[src/rtl/fan_pwm_pkg.sv]
package fan_pwm_pkg;
    typedef logic [1:0] axi_resp_t;
    localparam axi_resp_t RESP_OKAY = 2'b00;
    localparam int        LANE_W    = 8;
endpackage

[src/rtl/fan_pwm_regs.sv]
module fan_pwm_regs
    import fan_pwm_pkg::*;
#(
    parameter int ADDR_W = 4,
    parameter int DATA_W = 32,
    parameter int DUTY_W = 8
) (
    input  logic                     clk,
    input  logic                     rst,
    input  logic [ADDR_W-1:0]        awaddr,
    input  logic                     awvalid,
    output logic                     awready,
    input  logic [DATA_W-1:0]        wdata,
    input  logic [DATA_W/LANE_W-1:0] wstrb,
    input  logic                     wvalid,
    output logic                     wready,
    output axi_resp_t                bresp,
    output logic                     bvalid,
    input  logic                     bready,
    input  logic [ADDR_W-1:0]        araddr,
    input  logic                     arvalid,
    output logic                     arready,
    output logic [DATA_W-1:0]        rdata,
    output axi_resp_t                rresp,
    output logic                     rvalid,
    input  logic                     rready,
    output logic [DUTY_W-1:0]        duty_word
);
    localparam int IDX_W    = ADDR_W - 2;
    localparam int NUM_REGS = 1 << IDX_W;
    localparam int STRB_W   = DATA_W / LANE_W;

    typedef struct packed {
        logic                               aw_held;
        logic [ADDR_W-1:0]                  aw_addr;
        logic                               w_held;
        logic [DATA_W-1:0]                  w_data;
        logic [STRB_W-1:0]                  w_strb;
        logic                               b_valid;
        logic                               r_valid;
        logic [DATA_W-1:0]                  r_data;
        logic [NUM_REGS-1:0][DATA_W-1:0]    regs;
    } bank_t;

    bank_t q, d;

    logic              aw_fire, w_fire, ar_fire;
    logic              have_aw, have_w;
    logic [ADDR_W-1:0] eff_addr;
    logic [DATA_W-1:0] eff_data;
    logic [STRB_W-1:0] eff_strb;
    logic [IDX_W-1:0]  wr_idx, rd_idx;
    logic [DATA_W-1:0] cur_word, merged;

    assign awready = !q.aw_held && !q.b_valid;
    assign wready  = !q.w_held && !q.b_valid;
    assign arready = !q.r_valid;

    assign aw_fire = awvalid && awready;
    assign w_fire  = wvalid && wready;
    assign ar_fire = arvalid && arready;

    assign have_aw  = q.aw_held || aw_fire;
    assign have_w   = q.w_held || w_fire;
    assign eff_addr = q.aw_held ? q.aw_addr : awaddr;
    assign eff_data = q.w_held ? q.w_data : wdata;
    assign eff_strb = q.w_held ? q.w_strb : wstrb;
    assign wr_idx   = eff_addr[ADDR_W-1:2];
    assign rd_idx   = araddr[ADDR_W-1:2];
    assign cur_word = q.regs[wr_idx];

    for (genvar ln = 0; ln < STRB_W; ln++) begin : g_lane
        assign merged[ln*LANE_W +: LANE_W] = eff_strb[ln]
            ? eff_data[ln*LANE_W +: LANE_W]
            : cur_word[ln*LANE_W +: LANE_W];
    end

    always_comb begin
        d = q;
        if (q.b_valid && bready) d.b_valid = 1'b0;
        if (q.r_valid && rready) d.r_valid = 1'b0;

        if (have_aw && have_w) begin
            d.regs[wr_idx] = merged;
            d.b_valid      = 1'b1;
            d.aw_held      = 1'b0;
            d.w_held       = 1'b0;
        end else begin
            if (aw_fire) begin
                d.aw_held = 1'b1;
                d.aw_addr = awaddr;
            end
            if (w_fire) begin
                d.w_held = 1'b1;
                d.w_data = wdata;
                d.w_strb = wstrb;
            end
        end

        if (ar_fire) begin
            d.r_valid = 1'b1;
            d.r_data  = q.regs[rd_idx];
        end
    end

    always_ff @(posedge clk) begin
        if (rst) q <= '0;
        else     q <= d;
    end

    assign bvalid    = q.b_valid;
    assign bresp     = RESP_OKAY;
    assign rvalid    = q.r_valid;
    assign rdata     = q.r_data;
    assign rresp     = RESP_OKAY;
    assign duty_word = q.regs[0][DUTY_W-1:0];
endmodule

[src/rtl/fan_pwm_gen.sv]
module fan_pwm_gen #(
    parameter int CNT_W = 8
) (
    input  logic             clk,
    input  logic             rst,
    input  logic [CNT_W-1:0] duty_in,
    output logic [CNT_W-1:0] cnt_o,
    output logic [CNT_W-1:0] duty_o,
    output logic             pwm_o
);
    localparam logic [CNT_W-1:0] CNT_MAX = {CNT_W{1'b1}};

    typedef struct packed {
        logic [CNT_W-1:0] cnt;
        logic [CNT_W-1:0] duty;
        logic             out;
    } gen_t;

    gen_t q, d;

    always_comb begin
        d = q;
        if (q.cnt == CNT_MAX) begin
            d.cnt  = '0;
            d.duty = duty_in;
        end else begin
            d.cnt = q.cnt + 1'b1;
        end
        d.out = (q.cnt < q.duty);
    end

    always_ff @(posedge clk) begin
        if (rst) q <= '0;
        else     q <= d;
    end

    assign cnt_o  = q.cnt;
    assign duty_o = q.duty;
    assign pwm_o  = q.out;
endmodule

[src/rtl/fan_pwm_ctrl.sv]
module fan_pwm_ctrl
    import fan_pwm_pkg::*;
#(
    parameter int ADDR_W = 4,
    parameter int DATA_W = 32,
    parameter int PWM_W  = 8
) (
    input  logic                     clk,
    input  logic                     rst,
    input  logic [ADDR_W-1:0]        s_awaddr,
    input  logic                     s_awvalid,
    output logic                     s_awready,
    input  logic [DATA_W-1:0]        s_wdata,
    input  logic [DATA_W/LANE_W-1:0] s_wstrb,
    input  logic                     s_wvalid,
    output logic                     s_wready,
    output logic [1:0]               s_bresp,
    output logic                     s_bvalid,
    input  logic                     s_bready,
    input  logic [ADDR_W-1:0]        s_araddr,
    input  logic                     s_arvalid,
    output logic                     s_arready,
    output logic [DATA_W-1:0]        s_rdata,
    output logic [1:0]               s_rresp,
    output logic                     s_rvalid,
    input  logic                     s_rready,
    output logic                     pwm_out
);
    logic [PWM_W-1:0] duty_word;
    logic [PWM_W-1:0] pwm_cnt;
    logic [PWM_W-1:0] pwm_duty;

    fan_pwm_regs #(
        .ADDR_W (ADDR_W),
        .DATA_W (DATA_W),
        .DUTY_W (PWM_W)
    ) u_regs (
        .clk       (clk),
        .rst       (rst),
        .awaddr    (s_awaddr),
        .awvalid   (s_awvalid),
        .awready   (s_awready),
        .wdata     (s_wdata),
        .wstrb     (s_wstrb),
        .wvalid    (s_wvalid),
        .wready    (s_wready),
        .bresp     (s_bresp),
        .bvalid    (s_bvalid),
        .bready    (s_bready),
        .araddr    (s_araddr),
        .arvalid   (s_arvalid),
        .arready   (s_arready),
        .rdata     (s_rdata),
        .rresp     (s_rresp),
        .rvalid    (s_rvalid),
        .rready    (s_rready),
        .duty_word (duty_word)
    );

    fan_pwm_gen #(
        .CNT_W (PWM_W)
    ) u_pwm (
        .clk     (clk),
        .rst     (rst),
        .duty_in (duty_word),
        .cnt_o   (pwm_cnt),
        .duty_o  (pwm_duty),
        .pwm_o   (pwm_out)
    );
endmodule

[config.mk]
export PLATFORM = sky130hd
export DESIGN_NAME = fan_pwm_ctrl
export DESIGN_NICKNAME = d
export VERILOG_FILES = /design/src/rtl/fan_pwm_pkg.sv /design/src/rtl/fan_pwm_regs.sv /design/src/rtl/fan_pwm_gen.sv /design/src/rtl/fan_pwm_ctrl.sv
export SDC_FILE = /design/constraint.sdc
export NUM_CORES = 1
export LEC_CHECK = 0
export CORE_MARGIN = 2
export CORE_UTILIZATION = 37
export CTS_BUF_LIST = sky130_fd_sc_hd__clkbuf_8
export DETAILED_ROUTE_END_ITERATION = 8
export HOLD_SLACK_MARGIN = 0.03
export PLACE_DENSITY = 0.67
export SLEW_MARGIN = 30
export SYNTH_ARGS = -nofsm -noshare
export SYNTH_HDL_FRONTEND = slang
export SYNTH_SLANG_ARGS = --single-unit
[constraint.sdc]
create_clock -name clk -period 4.25 [get_ports clk]
set_clock_uncertainty 0.15 [all_clocks]
set_input_delay 0.85 -clock clk [delete_from_list [all_inputs] [get_ports clk]]
set_output_delay 0.85 -clock clk [all_outputs]
set_load 0.02 [all_outputs]
==> metrics.txt <==
status=completed; Max Cap Violations=0; Hold Fails Final Rpt=0; TritonCTS buffer count=37; H-tree levels=2; fillers=3106; Syn Area/Cell=9.02 µm²; largest net degree at the start of global routing=98; Die Y=184 µm; Clock Sinks=219; sequential cell area fraction in the yosys report=36.7%; Overall Power=4.64 mW; Slew @ Worst Pin=0.835 ns; sw power=1.30 mW; pre-CTS WS=0.629 ns; count of port buffers added during placement=84; Reg power frac=46.5%; initial DRC count=975; GRT Total Usage=21.4%; Internal Power=3.34 mW; via count=10618; hold_ws=0.301 ns; share of cells above drive strength 1=20.5%; clock buffer depth=3; Critical Path Max Stage Delay=0.82 ns; Final min period=3.14 ns; Final Routed Wirelength=36.5 mm; setup_tns=0 ns; first-pass GRT wire length=57.8 mm; grt ovf=0; Synth Register Bits=219; die area=33800 µm²; Worst Setup End Kind=flop; Startpoint Class=primary input; CP cell instances=clkdlybuf4s50_1, or3_1, nand2_1, buf_4, a2111oi_1, o221ai_1; Worst-Skew Late Latency=0.55 ns; wire length per cell=20.8 µm; DRC=0; Detail Placement HPWL=22.5 mm; Synth warnings=0; combinational power share=13.0%; Synth Instances=1326; RSZ-0062 raised after global routing=false; post_cts resized=0; number of vias per cell=6.06; crit path kind=in2reg; CTS tree=done; antenna cells=0; dominant cell type by area after synthesis=dfxtp_1; HP Class=reg2reg; Routed Antenna Nets=0; async set-reset flop share out of synthesis=0%; top cell type's share of synthesized area=36.7%; number of synthesized flops with an enable pin=0; vias in the first global route=10243; Multi-input gate area=6800 µm²; fin. max-slew vios=0; Fmax achieved=319 MHz; Layout Area Growth over Synthesis=13.5%; Core Area=31700 µm²; crit path max fanout=15; Post-CTS Setup Bufs=0; initial antenna violation count=0; CTS clk-pin slew, worst paths=0.06 ns; Total Nets Final=1388; Leak Pwr=4.22 nW; Setup Viol. Count Final=0; Post-Syn Area=12000 µm²; register area=4390 µm²; Power Dens Cells=342 nW/µm²; Root Buffer=clkbuf_8; Core Rows=65; Initial Util=37.7%; most frequent cells in the layout=nand2_1 (218), dfxtp_1 (218), or3b_2 (125); 1st-pass router iterations=6; Critical Path RT=4.47 ns; die width=184 µm; Synth Flop Type=dfxtp_1; final critical-path share of the clock period=73.9%; top post-synthesis cells by area=dfxtp_1 (37%), or3b_2 (9.2%), nand2_1 (6.9%); setup ws final=1.11 ns; part of the power in the clock network=40.4%; count of different cell masters after synthesis=47; Slew Limit Headroom=44.2%; Top Ports=93; cts hold-fix bufs=0; peak supply drop=0.179 mV; switch share=28.0%; Slowest-stage cell, CP=a2111oi_1; Placer Congestion=0.810; arrival time worst endpoint=3.36 ns
synthesized netlist by cell type, types with 2 or more instances:
library cell and number:
buf_2 14, a2111oi_1 7, nand2_1 219, nand3_1 36, a21oi_1 109, inv_1 12, a2111oi_2 24, a222oi_1 4
or3b_2 125, and2_1 5, buf_4 40, dfxtp_1 219, mux4_2 32, a211oi_1 7, nor3_1 6, or3_1 2
ha_1 8, a21boi_0 93, nor2_1 16, xnor2_1 2, clkbuf_1 92, nand3b_1 37, nor2b_1 6, buf_1 9
nand2b_1 2, mux2i_1 17, a21o_1 31, o221ai_1 62, o211ai_1 62, a31oi_1 5, o21ai_0 3, nand2_2 4
xor2_1 2
power groups by stage:
stage,sequential (mW),combinational (mW),clock [mW]
global route,2.17,0.647,2.00
CTS,2.16,0.596,1.92
global placement,2.20,0.587,0
finish,2.16,0.605,1.88
floorplan,2.19,0.386,0
detailed placement,2.20,0.594,0
per-layer routing:
layer  share of wire, %  vias up  GRT usage, %
met5                  0        -             0
met4                2.8        0          8.80
met3                9.5       69          5.23
met2                 44      502          32.2
met1                 44     5150          29.4
li1                   -     4897             -
cell type report:
| type | instances | area share, % |
|---|---|---|
| Clock buffer | 45 | 4.56 |
| Clock inverter | 16 | 0.747 |
| Inverter | 13 | 0.359 |
| Multi-Input combinational cell | 941 | 50.1 |
| Sequential cell | 219 | 32.3 |
| Tap cell | 402 | 3.71 |
| Timing Repair Buffer | 117 | 8.27 |
state kept, by name, summed over array words and instances, names as in the netlist:
signal            cells
u_pwm.duty_o          8
u_regs.bvalid         1
u_regs.duty_word      8
u_pwm.pwm_o           1
u_regs.rdata         32
u_regs.rvalid         1
u_pwm.cnt_o           8
u_regs.q            160
critical path, delay by kind of cell:
family | cells | cell delay, ns
compound gates | 2 | 1.05
buf+inv | 2 | 0.98
simple gates | 2 | 0.47
worst paths after layout:
path                            slack (ns)               to             from  cells after the start
worst max-delay path                  1.11     u_regs.q[52]      s_awaddr[3]                      6
worst min-delay path                  0.30  u_regs.rdata[9]  u_regs.rdata[9]                      2
worst max register to register        1.38     u_regs.q[88]    u_regs.q[203]                      5
worst min register to register        0.30  u_regs.rdata[9]  u_regs.rdata[9]                      2
per-stage QoR:
stage | cell area (µm²) | utilization [%] | std cells
6_report | 13600 | 42.8 | 1753
5_1_grt | 13600 | 42.8 | 1753
4_1_cts | 13600 | 42.8 | 1753
3_5_place_dp | 12900 | 40.5 | 1692
3_3_place_gp | 12800 | 40.5 | 1692
2_1_floorplan | 12000 | - | 1329
kinds of logic after synthesis:
kind of cell | Yosys count | share of synthesized area (%)
compound gates | 412 | 25.9
xor+xnor | 4 | 0.293
fa+ha+maj | 8 | 0.837
buf+inv | 169 | 6.77
flops | 219 | 36.7
mux | 50 | 7.54
other cells | 1 | 0.0314
simple gates | 463 | 22.0
Power figures use the tool's default switching activity.
